`src/rtl/sar_seq_pkg.sv`:
```
package sar_seq_pkg;

   typedef enum logic [2:0] {
      ST_IDLE = 3'd0,
      ST_ACQ  = 3'd1,
      ST_LOAD = 3'd2,
      ST_BIT  = 3'd3,
      ST_DONE = 3'd4
   } sar_state_e;

endpackage

```
`src/rtl/sar_acq_timer.sv`:
```
module sar_acq_timer #(
   parameter int ACQ_W = 8
) (
   input  logic             clk,
   input  logic             rst_n,
   input  logic             load,
   input  logic [ACQ_W-1:0] len,
   output logic             acq_last
);

   localparam logic [ACQ_W-1:0] ONE  = ACQ_W'(1);
   localparam logic [ACQ_W-1:0] ZERO = '0;

   logic [ACQ_W-1:0] cnt_q;

   always_ff @(posedge clk) begin
      if (!rst_n) begin
         cnt_q <= ZERO;
      end else if (load) begin
         cnt_q <= (len == ZERO) ? ONE : len;
      end else if (cnt_q != ZERO) begin
         cnt_q <= cnt_q - ONE;
      end
   end

   assign acq_last = (cnt_q == ONE);

endmodule

```
`src/rtl/sar_bit_engine.sv`:
```
module sar_bit_engine #(
   parameter int RES_W  = 12,
   parameter int SUB_W  = 10,
   parameter bit SUB_EN = 1'b1
) (
   input  logic             clk,
   input  logic             rst_n,
   input  logic             init,
   input  logic             step,
   input  logic             cmp_hi,
   input  logic             sub_mode,
   output logic [RES_W-1:0] trial,
   output logic [RES_W-1:0] result,
   output logic             bit_last
);

   localparam int LOW_W = RES_W - SUB_W;
   localparam logic [RES_W-1:0] MSB_ONE = {1'b1, {(RES_W-1){1'b0}}};

   logic [RES_W-1:0] trial_q;
   logic [RES_W-1:0] mask_q;
   logic [RES_W-1:0] res_q;
   logic [RES_W-1:0] decided;

   // Drop the bit under trial when the DAC overshoots the held input.
   assign decided = cmp_hi ? (trial_q & ~mask_q) : trial_q;

   generate
      if (SUB_EN) begin : g_sub_stop
         assign bit_last = sub_mode ? mask_q[LOW_W] : mask_q[0];
      end else begin : g_full_stop
         logic unused_mode;
         assign unused_mode = sub_mode;
         assign bit_last    = mask_q[0];
      end
   endgenerate

   always_ff @(posedge clk) begin
      if (!rst_n) begin
         trial_q <= '0;
         mask_q  <= '0;
         res_q   <= '0;
      end else if (init) begin
         trial_q <= MSB_ONE;
         mask_q  <= MSB_ONE;
      end else if (step) begin
         if (bit_last) begin
            trial_q <= decided;
            mask_q  <= '0;
            res_q   <= decided;
         end else begin
            trial_q <= decided | (mask_q >> 1);
            mask_q  <= mask_q >> 1;
         end
      end
   end

   assign trial  = trial_q;
   assign result = res_q;

endmodule

```
`src/rtl/sar_frame_fsm.sv`:
```
module sar_frame_fsm
   import sar_seq_pkg::*;
(
   input  logic       clk,
   input  logic       rst_n,
   input  logic       start,
   input  logic       acq_last,
   input  logic       bit_last,
   output sar_state_e state,
   output logic       accept,
   output logic       ignored
);

   sar_state_e state_q;
   sar_state_e state_d;
   logic       ign_q;

   assign accept = start && (state_q == ST_IDLE);

   always_comb begin
      state_d = state_q;
      unique case (state_q)
         ST_IDLE: if (start)    state_d = ST_ACQ;
         ST_ACQ:  if (acq_last) state_d = ST_LOAD;
         ST_LOAD:               state_d = ST_BIT;
         ST_BIT:  if (bit_last) state_d = ST_DONE;
         ST_DONE:               state_d = ST_IDLE;
         default:               state_d = ST_IDLE;
      endcase
   end

   always_ff @(posedge clk) begin
      if (!rst_n) begin
         state_q <= ST_IDLE;
         ign_q   <= 1'b0;
      end else begin
         state_q <= state_d;
         ign_q   <= start && (state_q != ST_IDLE);
      end
   end

   assign state   = state_q;
   assign ignored = ign_q;

endmodule

```
`src/rtl/sar_seq_ctrl.sv`:
```
module sar_seq_ctrl
   import sar_seq_pkg::*;
#(
   parameter int RES_W  = 12,
   parameter int SUB_W  = 10,
   parameter bit SUB_EN = 1'b1,
   parameter int ACQ_W  = 8
) (
   input  logic             clk,
   input  logic             rst_n,
   input  logic             start,
   input  logic             sub_res,
   input  logic [ACQ_W-1:0] acq_len,
   input  logic             cmp_hi,
   output logic             sample_sw,
   output logic [RES_W-1:0] dac_code,
   output logic             busy,
   output logic             done,
   output logic [RES_W-1:0] result,
   output logic             start_ignored
);

   generate
      if (RES_W < 2) begin : g_bad_res
         $error("sar_seq_ctrl: RES_W must be at least 2");
      end
      if (SUB_W < 1 || SUB_W >= RES_W) begin : g_bad_sub
         $error("sar_seq_ctrl: SUB_W must lie in 1..RES_W-1");
      end
      if (ACQ_W < 2) begin : g_bad_acq
         $error("sar_seq_ctrl: ACQ_W must be at least 2");
      end
   endgenerate

   sar_state_e state;
   logic       accept;
   logic       acq_last;
   logic       bit_last;
   logic       mode_d;
   logic       mode_q;

   generate
      if (SUB_EN) begin : g_mode_sel
         assign mode_d = sub_res;
      end else begin : g_mode_fixed
         logic unused_sub;
         assign unused_sub = sub_res;
         assign mode_d     = 1'b0;
      end
   endgenerate

   // Resolution is frozen for the whole frame at the accepted start.
   always_ff @(posedge clk) begin
      if (!rst_n) begin
         mode_q <= 1'b0;
      end else if (accept) begin
         mode_q <= mode_d;
      end
   end

   sar_frame_fsm i_fsm (
      .clk      (clk),
      .rst_n    (rst_n),
      .start    (start),
      .acq_last (acq_last),
      .bit_last (bit_last),
      .state    (state),
      .accept   (accept),
      .ignored  (start_ignored)
   );

   sar_acq_timer #(.ACQ_W(ACQ_W)) i_acq (
      .clk      (clk),
      .rst_n    (rst_n),
      .load     (accept),
      .len      (acq_len),
      .acq_last (acq_last)
   );

   sar_bit_engine #(.RES_W(RES_W), .SUB_W(SUB_W), .SUB_EN(SUB_EN)) i_bits (
      .clk      (clk),
      .rst_n    (rst_n),
      .init     (state == ST_LOAD),
      .step     (state == ST_BIT),
      .cmp_hi   (cmp_hi),
      .sub_mode (mode_q),
      .trial    (dac_code),
      .result   (result),
      .bit_last (bit_last)
   );

   assign busy      = (state != ST_IDLE);
   assign sample_sw = (state == ST_ACQ);
   assign done      = (state == ST_DONE);

endmodule

```
`config.mk`:
```
export PLATFORM = sky130hd
export DESIGN_NAME = sar_seq_ctrl
export DESIGN_NICKNAME = d
export VERILOG_FILES = /design/src/rtl/sar_seq_pkg.sv /design/src/rtl/sar_acq_timer.sv /design/src/rtl/sar_bit_engine.sv /design/src/rtl/sar_frame_fsm.sv /design/src/rtl/sar_seq_ctrl.sv
export SDC_FILE = /design/constraint.sdc
export NUM_CORES = 1
export LEC_CHECK = 0
export CAP_MARGIN = 20
export CORE_MARGIN = 10
export CORE_UTILIZATION = 28
export CTS_BUF_LIST = sky130_fd_sc_hd__clkbuf_8 sky130_fd_sc_hd__clkbuf_16
export DETAILED_ROUTE_END_ITERATION = 6
export GPL_TIMING_DRIVEN = 0
export HOLD_SLACK_MARGIN = 0.02
export PLACE_DENSITY_LB_ADDON = 0.08
export SLEW_MARGIN = 20
export SYNTH_ARGS = -nofsm -noshare
export SYNTH_HDL_FRONTEND = slang
export SYNTH_SLANG_ARGS = --single-unit
```
`constraint.sdc`:
```
create_clock -name clk -period 1.5 [get_ports clk]
set_input_delay 0.3 -clock clk [delete_from_list [all_inputs] [get_ports clk]]
set_output_delay 0.3 -clock clk [all_outputs]
set_load 0.005 [all_outputs]
```
==> impl_metrics.json, run 1 <==
{
  "status": "completed",
  "ant_nets": 0,
  "r2r_end": "i_acq.cnt_q[1]$_SDFFE_PN0P_",
  "p_sw_share_pct": 31.4,
  "placed_cells": 391,
  "setup_ws_ns": 0.0279,
  "p_seq_share_pct": 42.6,
  "antenna_found_initial": 0,
  "p_total_mw": 3.65,
  "worst_slew_pin_slew_ns": 0.577,
  "busiest_layer": "met2",
  "start_util_pct": 29.0,
  "layout_worst_path_cycle_share_pct": 98.1,
  "synthCells": 252,
  "nFillCells": 798,
  "globalRouteMet3Util_pct": 3.29,
  "r2r_start": "i_acq.cnt_q[5]$_SDFFE_PN0P_",
  "final-hold-violation-count": 0,
  "cts_buffers": 5,
  "worstPathArrival_ns": 1.17,
  "cts_tree": "yes",
  "pre_cts_slack_ns": -0.528,
  "synthDistinctLibCells": 38,
  "clkTransAtPathRegs_ns": 0.09,
  "grt_use_met1_pct": 13.4,
  "hold_start": "acq_len[6]",
  "synthToLayoutAreaGrowth_pct": 40.9,
  "synth_edf_count": 0,
  "crit_fanout": 5,
  "slew_headroom_pct": 61.5,
  "r2r_cells": 5,
  "portBuffers": 40,
  "dr.pass1.iters": 4,
  "antenna_cells": 0,
  "power_leakage_nw": 1.28,
  "hold_depth": 3,
  "rsz0062_at_grt": "true",
  "fin_nets": 321,
  "end_kind": "primary output",
  "instances_no_fill": 405,
  "design_area_um2": 2980,
  "wl_per_cell_um": 14.5,
  "clockRootBuffer": "clkbuf_8",
  "r2r_slack_ns": 0.08,
  "slew_violations": 0,
  "netlist_top_cells_area": "dfxtp_1, nand2_1, a21oi_1, a21boi_0, nand3_1",
  "htreeDepth": 2,
  "drt_iter0_markers": 60,
  "min_to": "i_acq.cnt_q[6]$_SDFFE_PN0P_",
  "power.internal_mw": 2.50,
  "die_area_um2": 11400,
  "required_ns": 1.20,
  "syn-num-nets": 268,
  "dp_hpwl_mm": 4.16,
  "irDropWorstVdd_mv": 0.438,
  "synth-seq-cells": 49,
  "num_vias": 1846,
  "clk-insertion-delay-late_ns": 0.30,
  "cellPowerDensity_nw_per_um2": 1230,
  "syn-cell-area_um2": 2110,
  "row_count": 31,
  "p_sw_mw": 1.14,
  "skew_ns": 0.00653,
  "hold_class": "in -> reg",
  "ios": 41,
  "core_um2": 7290,
  "numClockSinks": 49,
  "synth_top_area_share_pct": 46.4,
  "synth_flop_cell": "dfxtp_1",
  "crit_path_start_kind": "register",
  "crit_type": "reg -> out",
  "post_dp_cell_area_um2": 2640,
  "die_height_um": 107,
  "yosysTopAreaCell": "dfxtp_1",
  "grt_use_met2_pct": 15.8,
  "fmax_mhz": 679,
  "grt_pass1_vias": 1862,
  "die_w_um": 107,
  "yosysSeqAreaShare_pct": 46.4,
  "setup_violations": 0,
  "clkPwrFrac_pct": 27.2,
  "gp_congestion": 0.733,
  "final.min_clock_period_ns": 1.47,
  "drv_cap": 0,
  "grt_max_degree": 16,
  "drc": 0,
  "grt_usage_pct": 10.3,
  "async_flop_share_pct": 0,
  "wl_mm": 5.89,
  "clockBufferDepth": 2,
  "post-synth-top-count-cell": "nand2_1",
  "drive_gt1_share_pct": 22.2,
  "p_comb_share_pct": 30.2,
  "synth_top_cells_by_count": "nand2_1, dfxtp_1, a21oi_1",
  "syn_area_per_cell_um2": 8.38,
  "grt_pass1_wl_mm": 9.54,
  "grt_overflow_total": 0,
  "vias_per_cell": 4.56,
  "ys.warnings.count": 0
}
[worst max-delay path: stages (launching register included)]
cell and delay [ns]:
dfxtp_2 0.34, buf_6 0.13, nor2b_4 0.15, nor2b_4 0.13, buf_2 0.11
[cells in the final DEF (no fill, tap or decap), drive strengths merged, types with 3 or more instances in the layout]
cell / count
nand2: 78
dfxtp: 49
a21oi: 24
clkdlybuf4s50: 21
nand3: 17
buf: 17
a21boi: 16
dlymetal6s2s: 15
clkbuf: 12
nor2b: 6
o21ai: 6
xor2: 4
a22oi: 3
ha: 3
inv: 3
nor3b: 3
nor2: 3
[power groups by stage]
stage          clock [mW]  combinational, mW  sequential, mW
2_1_floorplan           0              0.716            1.54
3_3_place_gp            0              0.939            1.57
3_5_place_dp            0              0.932            1.57
4_1_cts              1.04               1.05            1.55
5_1_grt              1.08               1.21            1.57
6_report            0.992               1.10            1.55
[kinds of logic after synthesis]
| logic type | synth area share (%) |
|---|---|
| XOR/XNOR | 2.49 |
| buffers and inverters | 3.50 |
| multiplexers | 1.24 |
| adder cells (fa/ha/maj) | 1.78 |
| flip-flops | 46.4 |
| AO/OA/AOI/OAI | 16.5 |
| AND/OR/NAND/NOR | 28.1 |
[sequential cells by signal, summed over array words and instances (netlist names)]
signal / flops
i_acq.cnt_q: 8
i_bits.mask_q: 12
i_bits.result: 12
i_bits.trial: 12
i_fsm.ignored: 1
i_fsm.state: 3
mode_q: 1
[metal layers]
metal  share of wire, %  routed length (um)
met5                  0                   0
met2                 45                2660
met4                1.2                  68
met3                4.9                 288
met1                 49                2880
[layout make-up]
cell class                 instances  area (um2)  share of cell area (%)
buffer                            13         105                    3.53
clock buffer                       6        82.6                    2.78
clock inverter                     2        37.5                    1.26
inverter                           3        11.3                   0.378
multi-input combinational        186        1130                    38.1
sequential                        49        1000                    33.7
tap                               99         124                    4.16
timing repair buffer              47         478                    16.1
[worst max-delay path by stage]
| stage | start | to | slack, ns |
|---|---|---|---|
| 4_1_cts | mode_q$_SDFFE_PN0P_ | i_bits.mask_q[9]$_SDFFE_PP0P_ | 0.0003 |
| 3_5_place_dp | rst_n | i_acq.cnt_q[0]$_SDFFE_PN0P_ | -0.53 |
| 3_3_place_gp | rst_n | i_acq.cnt_q[0]$_SDFFE_PN0P_ | -0.65 |
| 5_1_grt | i_fsm.state[0]$_SDFFE_PN0P_ | sample_sw | -0.04 |
| 6_report | i_fsm.state[0]$_SDFFE_PN0P_ | sample_sw | 0.03 |
| 2_1_floorplan | i_acq.cnt_q[2]$_SDFFE_PN0P_ | i_acq.cnt_q[1]$_SDFFE_PN0P_ | 0.13 |
[through the flow]
step / util [%] / hold WS [ns] / setup TNS, ns
3_5_place_dp: 36.2 / 0.445 / -11.75
3_3_place_gp: 36.2 / 0.440 / -12.97
4_1_cts: 39.2 / 0.457 / 0
6_report: 40.8 / 0.266 / 0
5_1_grt: 40.8 / 0.309 / -0.0677
2_1_floorplan: - / 0.430 / 0
[timing repair]
action | in CTS | in global routing
buffers inserted | 4 | 2
hold buffers | 0 | 0
cloned | 1 | 0
setup endpoints to repair | 52 | 55
resized for setup | 45 | 38
pin swaps | 2 | 4
Note: power is estimated with default switching activity, not from simulation.
==> run 2: changes to the inputs <==
- ABC_CLOCK_PERIOD_IN_PS: unset -> 1500
- CORE_ASPECT_RATIO: unset -> 0.5
- CORE_UTILIZATION: 28 -> 46
==> run 2 against run 1 <==
The flow now finishes with violations (negative setup slack). First-iteration DRC count rose by 23%. Register-to-register slack got worse by 0.06 ns. Non-clock buffer count did not move. Cell count fell by 10%. Core utilization rose by 24 points. Routed wire length fell by 13%. Flip-flop and latch count did not move. Critical path depth did not move. Worst hold slack improved by 0.19 ns. Clock skew rose by 0.0087 ns. Clock-buffer cell count fell by 1.
==> impl_metrics.json, run 2 (synthesis results as in run 1) <==
{
  "status": "complete, but fails checks",
  "violations": "negative setup slack",
  "die_w_um": 116,
  "grt_pass1_vias": 1801,
  "final_common_cell": "nand2_1",
  "min_to": "i_bits.result[6]$_SDFFE_PN0P_",
  "grt_usage_pct": 13.2,
  "drt_iter0_markers": 74,
  "cellPowerDensity_nw_per_um2": 1250,
  "setup_violations": 1,
  "required_ns": 1.20,
  "pre_cts_slack_ns": -0.471,
  "dr.pass1.iters": 4,
  "drc": 0,
  "ant_nets": 0,
  "crit_path_start_kind": "register",
  "die_area_um2": 7870,
  "row_count": 17,
  "ff_latch_area_um2": 998,
  "setup_ws_ns": -0.0239,
  "core_um2": 4420,
  "numClockSinks": 49,
  "hold_class": "reg -> reg",
  "nFillCells": 396,
  "ios": 41,
  "vias_per_cell": 5.17,
  "grt_overflow_total": 0,
  "hold_buffers": 0,
  "layout_worst_path_cycle_share_pct": 102,
  "worst_slew_pin_slew_ns": 0.537,
  "slew_violations": 0,
  "dp_hpwl_mm": 3.69,
  "skew_ns": 0.0152,
  "cts_buffers": 5,
  "end_kind": "primary output",
  "r2r_cells": 6,
  "gp_congestion": 0.852,
  "crit_fanout": 9,
  "grt_pass1_wl_mm": 8.43,
  "antenna_found_initial": 0,
  "drv_cap": 0,
  "start_util_pct": 47.7,
  "htreeDepth": 2,
  "final.min_clock_period_ns": 1.52,
  "irDropWorstVdd_mv": 0.742,
  "r2r_start": "i_fsm.state[2]$_SDFFE_PN0P_",
  "slew_headroom_pct": 64.2,
  "hold_depth": 2,
  "final-hold-violation-count": 0,
  "finalSetupTns_ns": -0.0239,
  "drive_gt1_share_pct": 20.6,
  "mostFrequentLayoutCells": "nand2_1, dfxtp_1, clkdlybuf4s50_1",
  "clockBufferDepth": 2,
  "fin_util_pct": 64.7,
  "wl_mm": 5.15,
  "worstPathArrival_ns": 1.22,
  "cts_tree": "yes",
  "clkTransAtPathRegs_ns": 0.10,
  "portBuffers": 40,
  "die_height_um": 67.9,
  "rsz0062_at_grt": "true",
  "grt_max_degree": 17,
  "crit_type": "reg -> out",
  "hold_start": "i_bits.result[6]$_SDFFE_PN0P_",
  "antenna_cells": 0,
  "fin_nets": 321,
  "clockRootBuffer": "clkbuf_8",
  "r2r_end": "i_bits.trial[4]$_SDFFE_PP0P_",
  "multi_input_area_um2": 1120,
  "power_leakage_nw": 1.11,
  "synthToLayoutAreaGrowth_pct": 35.6,
  "clk-insertion-delay-late_ns": 0.30,
  "num_vias": 1875,
  "fmax_mhz": 656,
  "r2r_slack_ns": 0.02,
  "wl_per_cell_um": 14.2
}
[run 2: changes by cell type in the layout (fill, tap and decap cells not counted), moves of 2 or more]
cell and delta:
buf_6 -2, clkdlybuf4s50_1 +11, dlymetal6s2s_1 -11, dfxtp_1 +3
dfxtp_2 -3
[run 2: layer usage]
metal	GRT usage, %	part of all wire [%]	routed length [um]	vias up
li1	-	-	-	960
met1	16.0	47	2400	879
met2	22.9	48	2450	34
met3	4.19	5.6	289	2
met4	3.25	0.23	12	0
met5	0	0	0	-
[run 2: cell type report]
class                           instances  share of cell area, %
Sequential cell                        49                   34.9
Timing Repair Buffer                   47                   15.9
Clock inverter                          3                   1.53
Clock buffer                            5                   2.40
Inverter                                3                  0.393
Buffer                                 13                   3.19
Multi-Input combinational cell        186                   39.2
Tap cell                               57                   2.49
[run 2: report_power, final]
part | internal [mW] | total, mW | switching, mW
clock network | 0.500 | 0.953 | 0.452
logic | 0.546 | 1.07 | 0.525
registers | 1.41 | 1.54 | 0.131
[run 2: what timing repair did]
| action | in CTS | in global routing |
|---|---|---|
| resized for setup | 30 | 31 |
| endpoints found under the setup margin | 39 | 52 |
| setup buffers | 3 | 4 |
| pin swaps | 2 | 3 |
| cloned | 0 | 0 |
| hold endpoints to repair | 0 | 0 |
[run 2: critical path, stage by stage, from the launching register on]
cell	delay (ns)
dfxtp_1	0.32
buf_6	0.14
nor3_4	0.20
inv_2	0.06
clkdlybuf4s15_2	0.22
[run 2: per-stage QoR]
step,total power [mW],instance area [um2],hold WS [ns],std cells
2_1_floorplan,2.25,2110,0.430,252
3_3_place_gp,2.46,2580,0.438,349
3_5_place_dp,2.47,2580,0.448,349
4_1_cts,3.50,2790,0.461,359
5_1_grt,3.77,2860,0.472,363
6_report,3.57,2860,0.452,363
[run 2: worst max-delay path by stage]
stage,start,to,slack [ns]
final,i_fsm.state[2]$_SDFFE_PN0P_,busy,-0.02
after global routing,i_fsm.state[2]$_SDFFE_PN0P_,i_bits.mask_q[1]$_SDFFE_PP0P_,-0.09
after CTS,i_fsm.state[0]$_SDFFE_PN0P_,sample_sw,-0.03
after detailed placement,rst_n,i_acq.cnt_q[0]$_SDFFE_PN0P_,-0.47
after global placement,rst_n,i_acq.cnt_q[0]$_SDFFE_PN0P_,-0.44
after floorplan,i_acq.cnt_q[2]$_SDFFE_PN0P_,i_acq.cnt_q[1]$_SDFFE_PN0P_,0.13
